`src/rtl/irq_spread_pkg.sv`:
```
// Package irq_spread_pkg
// Shared command encodings and mode-word field positions for the shared
// interrupt distributor. Assumes a command data word of at least 5 bits.
package irq_spread_pkg;

    typedef enum logic [2:0] {
        OP_NOP      = 3'd0,
        OP_ENABLE   = 3'd1,
        OP_SET_CORE = 3'd2,
        OP_SET_MODE = 3'd3,
        OP_SET_MASK = 3'd4
    } spread_op_e;

    localparam int MODE_DIST_LSB = 0;  // distribution style field [1:0]
    localparam int MODE_LVL_BIT  = 4;  // 1 = level triggered

endpackage

```
`src/rtl/irq_spread_cfg.sv`:
```
// Module irq_spread_cfg
// Holds the global enable and the per-line settings (core set, style, trigger
// type, mask). It decodes the command port. Assumes NUM_SRC <= 2**IDX_W and
// DATA_W > MODE_LVL_BIT. Indexes of NUM_SRC or more are ignored.
module irq_spread_cfg
    import irq_spread_pkg::*;
#(
    parameter int NUM_SRC  = 4,
    parameter int NUM_CORE = 4,
    parameter int IDX_W    = 8,
    parameter int DATA_W   = 32
) (
    input  logic                         clk,
    input  logic                         rst_n,
    input  logic                         cmd_valid,
    input  logic [2:0]                   cmd_op,
    input  logic [IDX_W-1:0]             cmd_idx,
    input  logic [DATA_W-1:0]            cmd_data,
    output logic                         en_o,
    output logic [NUM_SRC*NUM_CORE-1:0]  cores_o,
    output logic [NUM_SRC-1:0]           rr_o,
    output logic [NUM_SRC-1:0]           lvl_o,
    output logic [NUM_SRC-1:0]           mask_o
);

    logic en_q;
    logic unused_data_bits;

    // Data bits outside the decoded fields are intentionally dropped.
    assign unused_data_bits = ^cmd_data;

    // Global enable: set by the enable command, cleared only by reset.
    always_ff @(posedge clk) begin
        if (!rst_n) begin
            en_q <= 1'b0;
        end else if (cmd_valid && (cmd_op == OP_ENABLE)) begin
            en_q <= 1'b1;
        end
    end

    assign en_o = en_q;

    for (genvar i = 0; i < NUM_SRC; i++) begin : g_line
        localparam logic [IDX_W-1:0] MY_IDX = IDX_W'(i);
        logic                hit;
        logic [NUM_CORE-1:0] cores_q;
        logic [1:0]          dist_q;
        logic                lvl_q;
        logic                mask_q;

        assign hit = cmd_valid && (cmd_idx == MY_IDX);

        // Per-line setting registers, written by the matching command.
        always_ff @(posedge clk) begin
            if (!rst_n) begin
                cores_q <= '0;
                dist_q  <= 2'b00;
                lvl_q   <= 1'b1;
                mask_q  <= 1'b1;
            end else if (hit) begin
                case (cmd_op)
                    OP_SET_CORE: cores_q <= cmd_data[NUM_CORE-1:0];
                    OP_SET_MODE: begin
                        dist_q <= cmd_data[MODE_DIST_LSB +: 2];
                        lvl_q  <= cmd_data[MODE_LVL_BIT];
                    end
                    OP_SET_MASK: mask_q <= cmd_data[0];
                    default: ;
                endcase
            end
        end

        assign cores_o[i*NUM_CORE +: NUM_CORE] = cores_q;
        assign rr_o[i]   = (dist_q == 2'b00);
        assign lvl_o[i]  = lvl_q;
        assign mask_o[i] = mask_q;
    end

endmodule

```
`src/rtl/irq_spread_lane.sv`:
```
// Module irq_spread_lane
// Steering for one shared line. It picks a core (rotating or lowest-fixed),
// keeps the rotation pointer and the level claim, and registers the one-hot
// core grant. Assumes the settings are stable registers from irq_spread_cfg.
module irq_spread_lane #(
    parameter int NUM_CORE = 4
) (
    input  logic                clk,
    input  logic                rst_n,
    input  logic                src_i,
    input  logic                en_i,
    input  logic                mask_i,
    input  logic [NUM_CORE-1:0] cores_i,
    input  logic                rr_i,
    input  logic                lvl_i,
    output logic [NUM_CORE-1:0] grant_o
);

    localparam int CW = (NUM_CORE > 1) ? $clog2(NUM_CORE) : 1;

    logic                src_q;
    logic                claim_q;
    logic [CW-1:0]       ptr_q;
    logic [NUM_CORE-1:0] grant_q;

    logic                allow;
    logic                rise;
    logic                take;
    logic                fire;
    logic                claim_d;
    logic [CW-1:0]       ptr_d;
    logic [CW-1:0]       tgt;
    logic [CW-1:0]       nxt;
    logic [CW-1:0]       low;
    logic [NUM_CORE-1:0] grant_d;

    // First core of the set after position p, wrapping around.
    function automatic logic [CW-1:0] next_after(input logic [CW-1:0] p,
                                                 input logic [NUM_CORE-1:0] m);
        logic found;
        int   j;
        next_after = p;
        found      = 1'b0;
        for (int k = 1; k <= NUM_CORE; k++) begin
            j = (int'(p) + k) % NUM_CORE;
            if (!found && m[j]) begin
                next_after = j[CW-1:0];
                found      = 1'b1;
            end
        end
    endfunction

    // Lowest-numbered core of the set.
    function automatic logic [CW-1:0] lowest(input logic [NUM_CORE-1:0] m);
        lowest = '0;
        for (int j = NUM_CORE - 1; j >= 0; j--) begin
            if (m[j]) lowest = j[CW-1:0];
        end
    endfunction

    // Core choice and claim bookkeeping for this cycle.
    always_comb begin
        allow   = en_i && !mask_i && (cores_i != '0);
        rise    = src_i && !src_q;
        nxt     = next_after(ptr_q, cores_i);
        low     = lowest(cores_i);
        take    = rr_i && allow && (lvl_i ? (src_i && !claim_q) : rise);
        ptr_d   = take ? nxt : ptr_q;
        fire    = allow && (lvl_i ? src_i : rise);
        tgt     = rr_i ? ptr_d : low;
        claim_d = rr_i && lvl_i && src_i && (claim_q || take);
        grant_d = fire ? (NUM_CORE'(1) << tgt) : '0;
    end

    // Lane state: input history, claim, pointer and the registered grant.
    always_ff @(posedge clk) begin
        if (!rst_n) begin
            src_q   <= 1'b0;
            claim_q <= 1'b0;
            ptr_q   <= CW'(NUM_CORE - 1);
            grant_q <= '0;
        end else begin
            src_q   <= src_i;
            claim_q <= claim_d;
            ptr_q   <= ptr_d;
            grant_q <= grant_d;
        end
    end

    assign grant_o = grant_q;

endmodule

```
`src/rtl/irq_spread.sv`:
```
// Module irq_spread (top)
// Shared interrupt distributor. It routes NUM_SRC shared lines onto positions
// FIRST_COMMON.. of each core's CORE_LINES-wide interrupt vector. Assumes
// FIRST_COMMON + NUM_SRC <= CORE_LINES.
module irq_spread #(
    parameter int NUM_SRC      = 4,
    parameter int NUM_CORE     = 4,
    parameter int CORE_LINES   = 32,
    parameter int FIRST_COMMON = 24,
    parameter int IDX_W        = 8,
    parameter int DATA_W       = 32
) (
    input  logic                           clk,
    input  logic                           rst_n,
    input  logic                           cmd_valid,
    input  logic [2:0]                     cmd_op,
    input  logic [IDX_W-1:0]               cmd_idx,
    input  logic [DATA_W-1:0]              cmd_data,
    input  logic [NUM_SRC-1:0]             src_irq,
    output logic [NUM_CORE*CORE_LINES-1:0] core_irq
);

    logic                        en_w;
    logic [NUM_SRC*NUM_CORE-1:0] cores_w;
    logic [NUM_SRC-1:0]          rr_w;
    logic [NUM_SRC-1:0]          lvl_w;
    logic [NUM_SRC-1:0]          mask_w;
    logic [NUM_CORE-1:0]         grant_w [NUM_SRC];

    irq_spread_cfg #(
        .NUM_SRC  (NUM_SRC),
        .NUM_CORE (NUM_CORE),
        .IDX_W    (IDX_W),
        .DATA_W   (DATA_W)
    ) cfg_i (
        .clk       (clk),
        .rst_n     (rst_n),
        .cmd_valid (cmd_valid),
        .cmd_op    (cmd_op),
        .cmd_idx   (cmd_idx),
        .cmd_data  (cmd_data),
        .en_o      (en_w),
        .cores_o   (cores_w),
        .rr_o      (rr_w),
        .lvl_o     (lvl_w),
        .mask_o    (mask_w)
    );

    for (genvar i = 0; i < NUM_SRC; i++) begin : g_lane
        irq_spread_lane #(
            .NUM_CORE (NUM_CORE)
        ) lane_i (
            .clk     (clk),
            .rst_n   (rst_n),
            .src_i   (src_irq[i]),
            .en_i    (en_w),
            .mask_i  (mask_w[i]),
            .cores_i (cores_w[i*NUM_CORE +: NUM_CORE]),
            .rr_i    (rr_w[i]),
            .lvl_i   (lvl_w[i]),
            .grant_o (grant_w[i])
        );
    end

    // Fan the lane grants out onto each core's interrupt vector.
    for (genvar c = 0; c < NUM_CORE; c++) begin : g_core
        for (genvar l = 0; l < CORE_LINES; l++) begin : g_pos
            if (l >= FIRST_COMMON && l < FIRST_COMMON + NUM_SRC) begin : g_used
                assign core_irq[c*CORE_LINES + l] = grant_w[l - FIRST_COMMON][c];
            end else begin : g_idle
                assign core_irq[c*CORE_LINES + l] = 1'b0;
            end
        end
    end

endmodule

```
`config.mk`:
```
export PLATFORM = sky130hd
export DESIGN_NAME = irq_spread
export DESIGN_NICKNAME = d
export VERILOG_FILES = /design/src/rtl/irq_spread_pkg.sv /design/src/rtl/irq_spread_cfg.sv /design/src/rtl/irq_spread_lane.sv /design/src/rtl/irq_spread.sv
export SDC_FILE = /design/constraint.sdc
export NUM_CORES = 1
export LEC_CHECK = 0
export BUFFER_PORTS_ARGS = -buffer_cell sky130_fd_sc_hd__buf_2
export CAP_MARGIN = 20
export CORE_UTILIZATION = 45
export DETAILED_ROUTE_END_ITERATION = 10
export PLACE_DENSITY = 0.76
export SLEW_MARGIN = 25
export SYNTH_ARGS = -nofsm -noshare
export SYNTH_HDL_FRONTEND = slang
export SYNTH_SLANG_ARGS = --single-unit
export TNS_END_PERCENT = 100
```
`constraint.sdc`:
```
create_clock -name clk -period 4.5 [get_ports clk]
set_input_delay 0.9 -clock clk [delete_from_list [all_inputs] [get_ports clk]]
set_output_delay 0.9 -clock clk [all_outputs]
set_load 0.01 [all_outputs]
```
==> results.py <==
metrics = {
    "timing": {
        "finalHoldViolations": 0,
        "post-route-period-util_pct": 55.7,
        "report.final.setup_viol": 0,
        "timing.final.max_slew_violations": 0,
        "grt_setup_unrepaired": "false",
        "skew_ns": 0.00883,
        "final.min_clock_period_ns": 2.51,
        "finalHoldWorstSlack_ns": 0.450,
        "timing.setup.tns_ns": 0,
        "max_clock_freq_mhz": 399,
        "max_slew.worst_pin.slew_ns": 0.907,
        "timing.slew.headroom_pct": 39.5,
    },
    "synth": {
        "asyncSetResetFlopFracSynth_pct": 0,
        "ys_dominant_reg_cell": "sky130_fd_sc_hd__dfxtp_1",
        "flip_flop_and_latch_count_after_synthesis": 65,
        "yosysWarnings": 0,
        "avgSynthCellArea_um2": 8.15,
        "syn-cell-area_um2": 4190,
        "number_of_flops_mapped_to_enable_cells_by_yosys": 0,
        "portion_of_the_post_synthesis_area_used_by_sequential_elements_pct": 31.1,
        "yosysUniqueCellTypes": 69,
        "gate_count_after_technology_mapping": 514,
    },
    "route": {
        "wirelength_mm": 7.98,
        "antenna_violating_nets_left": 0,
        "drt_first_pass_iters": 10,
        "drt-wirelength-per-cell_um": 12.2,
        "dr_total_vias": 3269,
        "drc": 5,
        "vias_per_cell": 5.00,
        "detail_route.iter0.violations": 152,
    },
    "setup_path": {
        "cp_data_required_time_ns": 4.70,
        "kind_of_critical_path": "input port to register",
        "worstSetupEndpointType": "register",
        "critPathMaxFanout": 4,
        "critical_path.startpoint_type": "input port",
        "critPathArrivalTime_ns": 2.71,
    },
    "cells_and_area": {
        "utilization_pct": 47.8,
        "final_layout_fill_cell_count": 877,
        "antenna_cells": 0,
        "nNetsFinal": 591,
        "post_route_cells_drive_above_1_share_pct": 14.3,
        "areaGrowthSynthToFinish_pct": 0.956,
    },
    "power": {
        "worst_ir_drop_vdd_mv": 0.143,
        "p_clk_share_pct": 46.4,
        "switching_share_pct": 24.5,
        "power.share.sequential_pct": 47.0,
        "powerDensity_nw_per_um2": 291,
        "p_comb_share_pct": 6.6,
        "power_switching_mw": 0.302,
        "cellLeakagePower_nw": 1.74,
        "power_report.internal_total_mw": 0.929,
    },
    "cts": {
        "cts_buffers": 9,
        "path_clk_slew_ns": 0.07,
        "hold_buffers": 0,
        "max-clock-path-buffers": 2,
        "clk_latency_ns": 0.35,
        "cts_setup_buffers": 0,
        "cts.htree.levels": 3,
        "clock-root-buffer": "sky130_fd_sc_hd__clkbuf_8",
        "tritoncts": "built",
        "clkSinkCount": 65,
        "cts_resized": 0,
    },
    "floorplanning": {
        "i_o_pins": 178,
        "fp.dieH_um": 98.5,
        "die_area_um2": 9700,
        "core.rowCount": 34,
        "initial_core_util_pct": 47.4,
        "design.core.area_um2": 8850,
        "fp.dieW_um": 98.5,
    },
    "global_routing": {
        "via_count_of_the_first_global_routing_pass": 2826,
        "antenna_found_initial": 0,
        "gr-total-overflow": 0,
        "grt.total_usage_pct": 16.7,
        "grt_first_pass_wirelength_mm": 12.8,
        "grt_max_degree": 30,
    },
    "placement": {
        "io_buffer_count": 38,
        "dpl.hpwl_mm": 5.84,
        "gp_routability_congestion": 0.808,
    },
    "hold_path": {
        "hp-class": "register to register",
    },
    "outcome": {
        "run_status": "finished with violations",
        "violations": "design-rule violations",
    },
    "run": {
        "max_cap_viol_count": 0,
    },
}
## cells in the final DEF (no fill, tap or decap), types with 3 or more instances in the layout
cell / netlist / final
sky130_fd_sc_hd__clkbuf_8: 0 / 11
sky130_fd_sc_hd__a21boi_0: 3 / 3
sky130_fd_sc_hd__conb_1: 1 / 112
sky130_fd_sc_hd__a21oi_1: 33 / 33
sky130_fd_sc_hd__nand2_1: 47 / 47
sky130_fd_sc_hd__buf_2: 5 / 38
sky130_fd_sc_hd__nor3b_1: 4 / 4
sky130_fd_sc_hd__nand3b_1: 6 / 6
sky130_fd_sc_hd__nand2b_1: 11 / 11
sky130_fd_sc_hd__a21o_1: 3 / 3
sky130_fd_sc_hd__o21ai_0: 28 / 28
sky130_fd_sc_hd__or2_2: 4 / 4
sky130_fd_sc_hd__inv_1: 15 / 15
sky130_fd_sc_hd__dfxtp_1: 65 / 65
sky130_fd_sc_hd__nor2_1: 45 / 45
sky130_fd_sc_hd__a31oi_1: 4 / 4
sky130_fd_sc_hd__and4_1: 3 / 3
sky130_fd_sc_hd__o211ai_1: 3 / 3
sky130_fd_sc_hd__o22ai_1: 4 / 4
sky130_fd_sc_hd__and2_1: 5 / 5
sky130_fd_sc_hd__nor2b_1: 4 / 4
sky130_fd_sc_hd__a2111oi_4: 3 / 3
sky130_fd_sc_hd__mux2i_1: 11 / 11
sky130_fd_sc_hd__nand3_1: 14 / 14
sky130_fd_sc_hd__a211oi_1: 5 / 5
sky130_fd_sc_hd__nor3_1: 9 / 9
## through the flow
step | power (mW) | instances | setup WS (ns) | cell area (um2)
after detailed placement | 0.671 | 638 | 1.64 | 4000
after floorplan | 0.721 | 625 | 1.97 | 4610
after global placement | 0.670 | 638 | 1.67 | 4000
final | 1.23 | 654 | 1.99 | 4230
after CTS | 1.24 | 654 | 2.00 | 4230
after global routing | 1.27 | 654 | 1.88 | 4230
## state kept, by name, indices dropped and copies added, names as in the netlist
signal	flops
g_lane.lane_i.claim_q	4
g_lane.lane_i.src_q	4
cfg_i.en_o	1
cfg_i.g_line.lvl_q	4
cfg_i.g_line.cores_q	16
g_lane.lane_i.grant_o	16
g_lane.lane_i.ptr_q	8
cfg_i.g_line.dist_q	8
cfg_i.g_line.mask_q	4
## final cells by class
| cell class | count | area, um2 | share of cell area (%) |
|---|---|---|---|
| repair buffers | 38 | 190 | 4.50 |
| clock inverters | 5 | 77.6 | 1.83 |
| clock buffers | 11 | 151 | 3.58 |
| multi-input cells | 412 | 2320 | 54.8 |
| well taps | 108 | 135 | 3.19 |
| flip-flops and latches | 65 | 1300 | 30.8 |
| inverters | 15 | 56.3 | 1.33 |
## power by group through the flow
stage                     registers (mW)  clock network [mW]  logic, mW
after floorplan                    0.591                   0      0.130
after global placement             0.591                   0     0.0784
after detailed placement           0.591                   0     0.0792
after CTS                          0.578               0.581     0.0793
after global routing               0.578               0.605     0.0893
final                              0.578               0.571     0.0814
## routing by layer
layer | share of wire (%) | vias up | global-route usage [%] | wire length [um]
met5 | 0 | - | 0 | 0
li1 | - | 1614 | - | -
met2 | 49 | 119 | 28.6 | 3870
met3 | 6.1 | 18 | 3.83 | 489
met4 | 2.5 | 0 | 9.99 | 201
met1 | 43 | 1518 | 18.9 | 3410
## path summary, 6_finish.rpt
check                                           startpoint                          end  slack [ns]  cells past startpoint
worst max-delay path                            cmd_idx[4]   cfg_i.g_line[0].cores_q[0]        1.99                      7
worst min-delay path              g_lane[1].lane_i.claim_q     g_lane[1].lane_i.claim_q        0.45                      2
worst max register to register  cfg_i.g_line[1].cores_q[1]  g_lane[1].lane_i.grant_o[3]        2.08                      6
worst min register to register    g_lane[1].lane_i.claim_q     g_lane[1].lane_i.claim_q        0.45                      2
## synthesized netlist by cell type (4+ instances only)
cell type / n / area (um2)
sky130_fd_sc_hd__buf_4: 113 / 848
sky130_fd_sc_hd__dfxtp_1: 65 / 1300
sky130_fd_sc_hd__nand2_1: 47 / 176
sky130_fd_sc_hd__nor2_1: 45 / 169
sky130_fd_sc_hd__a21oi_1: 33 / 165
sky130_fd_sc_hd__o21ai_0: 28 / 140
sky130_fd_sc_hd__inv_1: 15 / 56.3
sky130_fd_sc_hd__clkbuf_1: 14 / 52.6
sky130_fd_sc_hd__nand3_1: 14 / 70.1
sky130_fd_sc_hd__mux2i_1: 11 / 110
sky130_fd_sc_hd__nand2b_1: 11 / 68.8
sky130_fd_sc_hd__nor3_1: 9 / 45.0
sky130_fd_sc_hd__nand3b_1: 6 / 45.0
sky130_fd_sc_hd__a211oi_1: 5 / 37.5
sky130_fd_sc_hd__and2_1: 5 / 31.3
sky130_fd_sc_hd__buf_2: 5 / 25.0
sky130_fd_sc_hd__a31oi_1: 4 / 25.0
sky130_fd_sc_hd__nor2b_1: 4 / 25.0
sky130_fd_sc_hd__nor3b_1: 4 / 30.0
sky130_fd_sc_hd__o22ai_1: 4 / 25.0
sky130_fd_sc_hd__or2_2: 4 / 25.0
## worst max-delay path: stages
cell	delay [ns]
sky130_fd_sc_hd__buf_2	0.10
sky130_fd_sc_hd__or4b_4	0.55
sky130_fd_sc_hd__nor4_4	0.20
sky130_fd_sc_hd__nor3b_1	0.37
sky130_fd_sc_hd__nand3_1	0.31
sky130_fd_sc_hd__mux2i_1	0.22
sky130_fd_sc_hd__nor2_1	0.06
## logic make-up (layout without fill, tap and decap cells)
logic type      after synthesis  in the layout  synth area share [%]
mux                          14             14                  3.52
flops                        65             65                  31.1
compound gates              112            112                  19.3
buf+inv                     148             69                  23.6
xor+xnor                      2              2                 0.418
other cells                   1            112                0.0895
simple gates                172            172                  22.0
No activity file was read; power rests on OpenSTA's default activity.
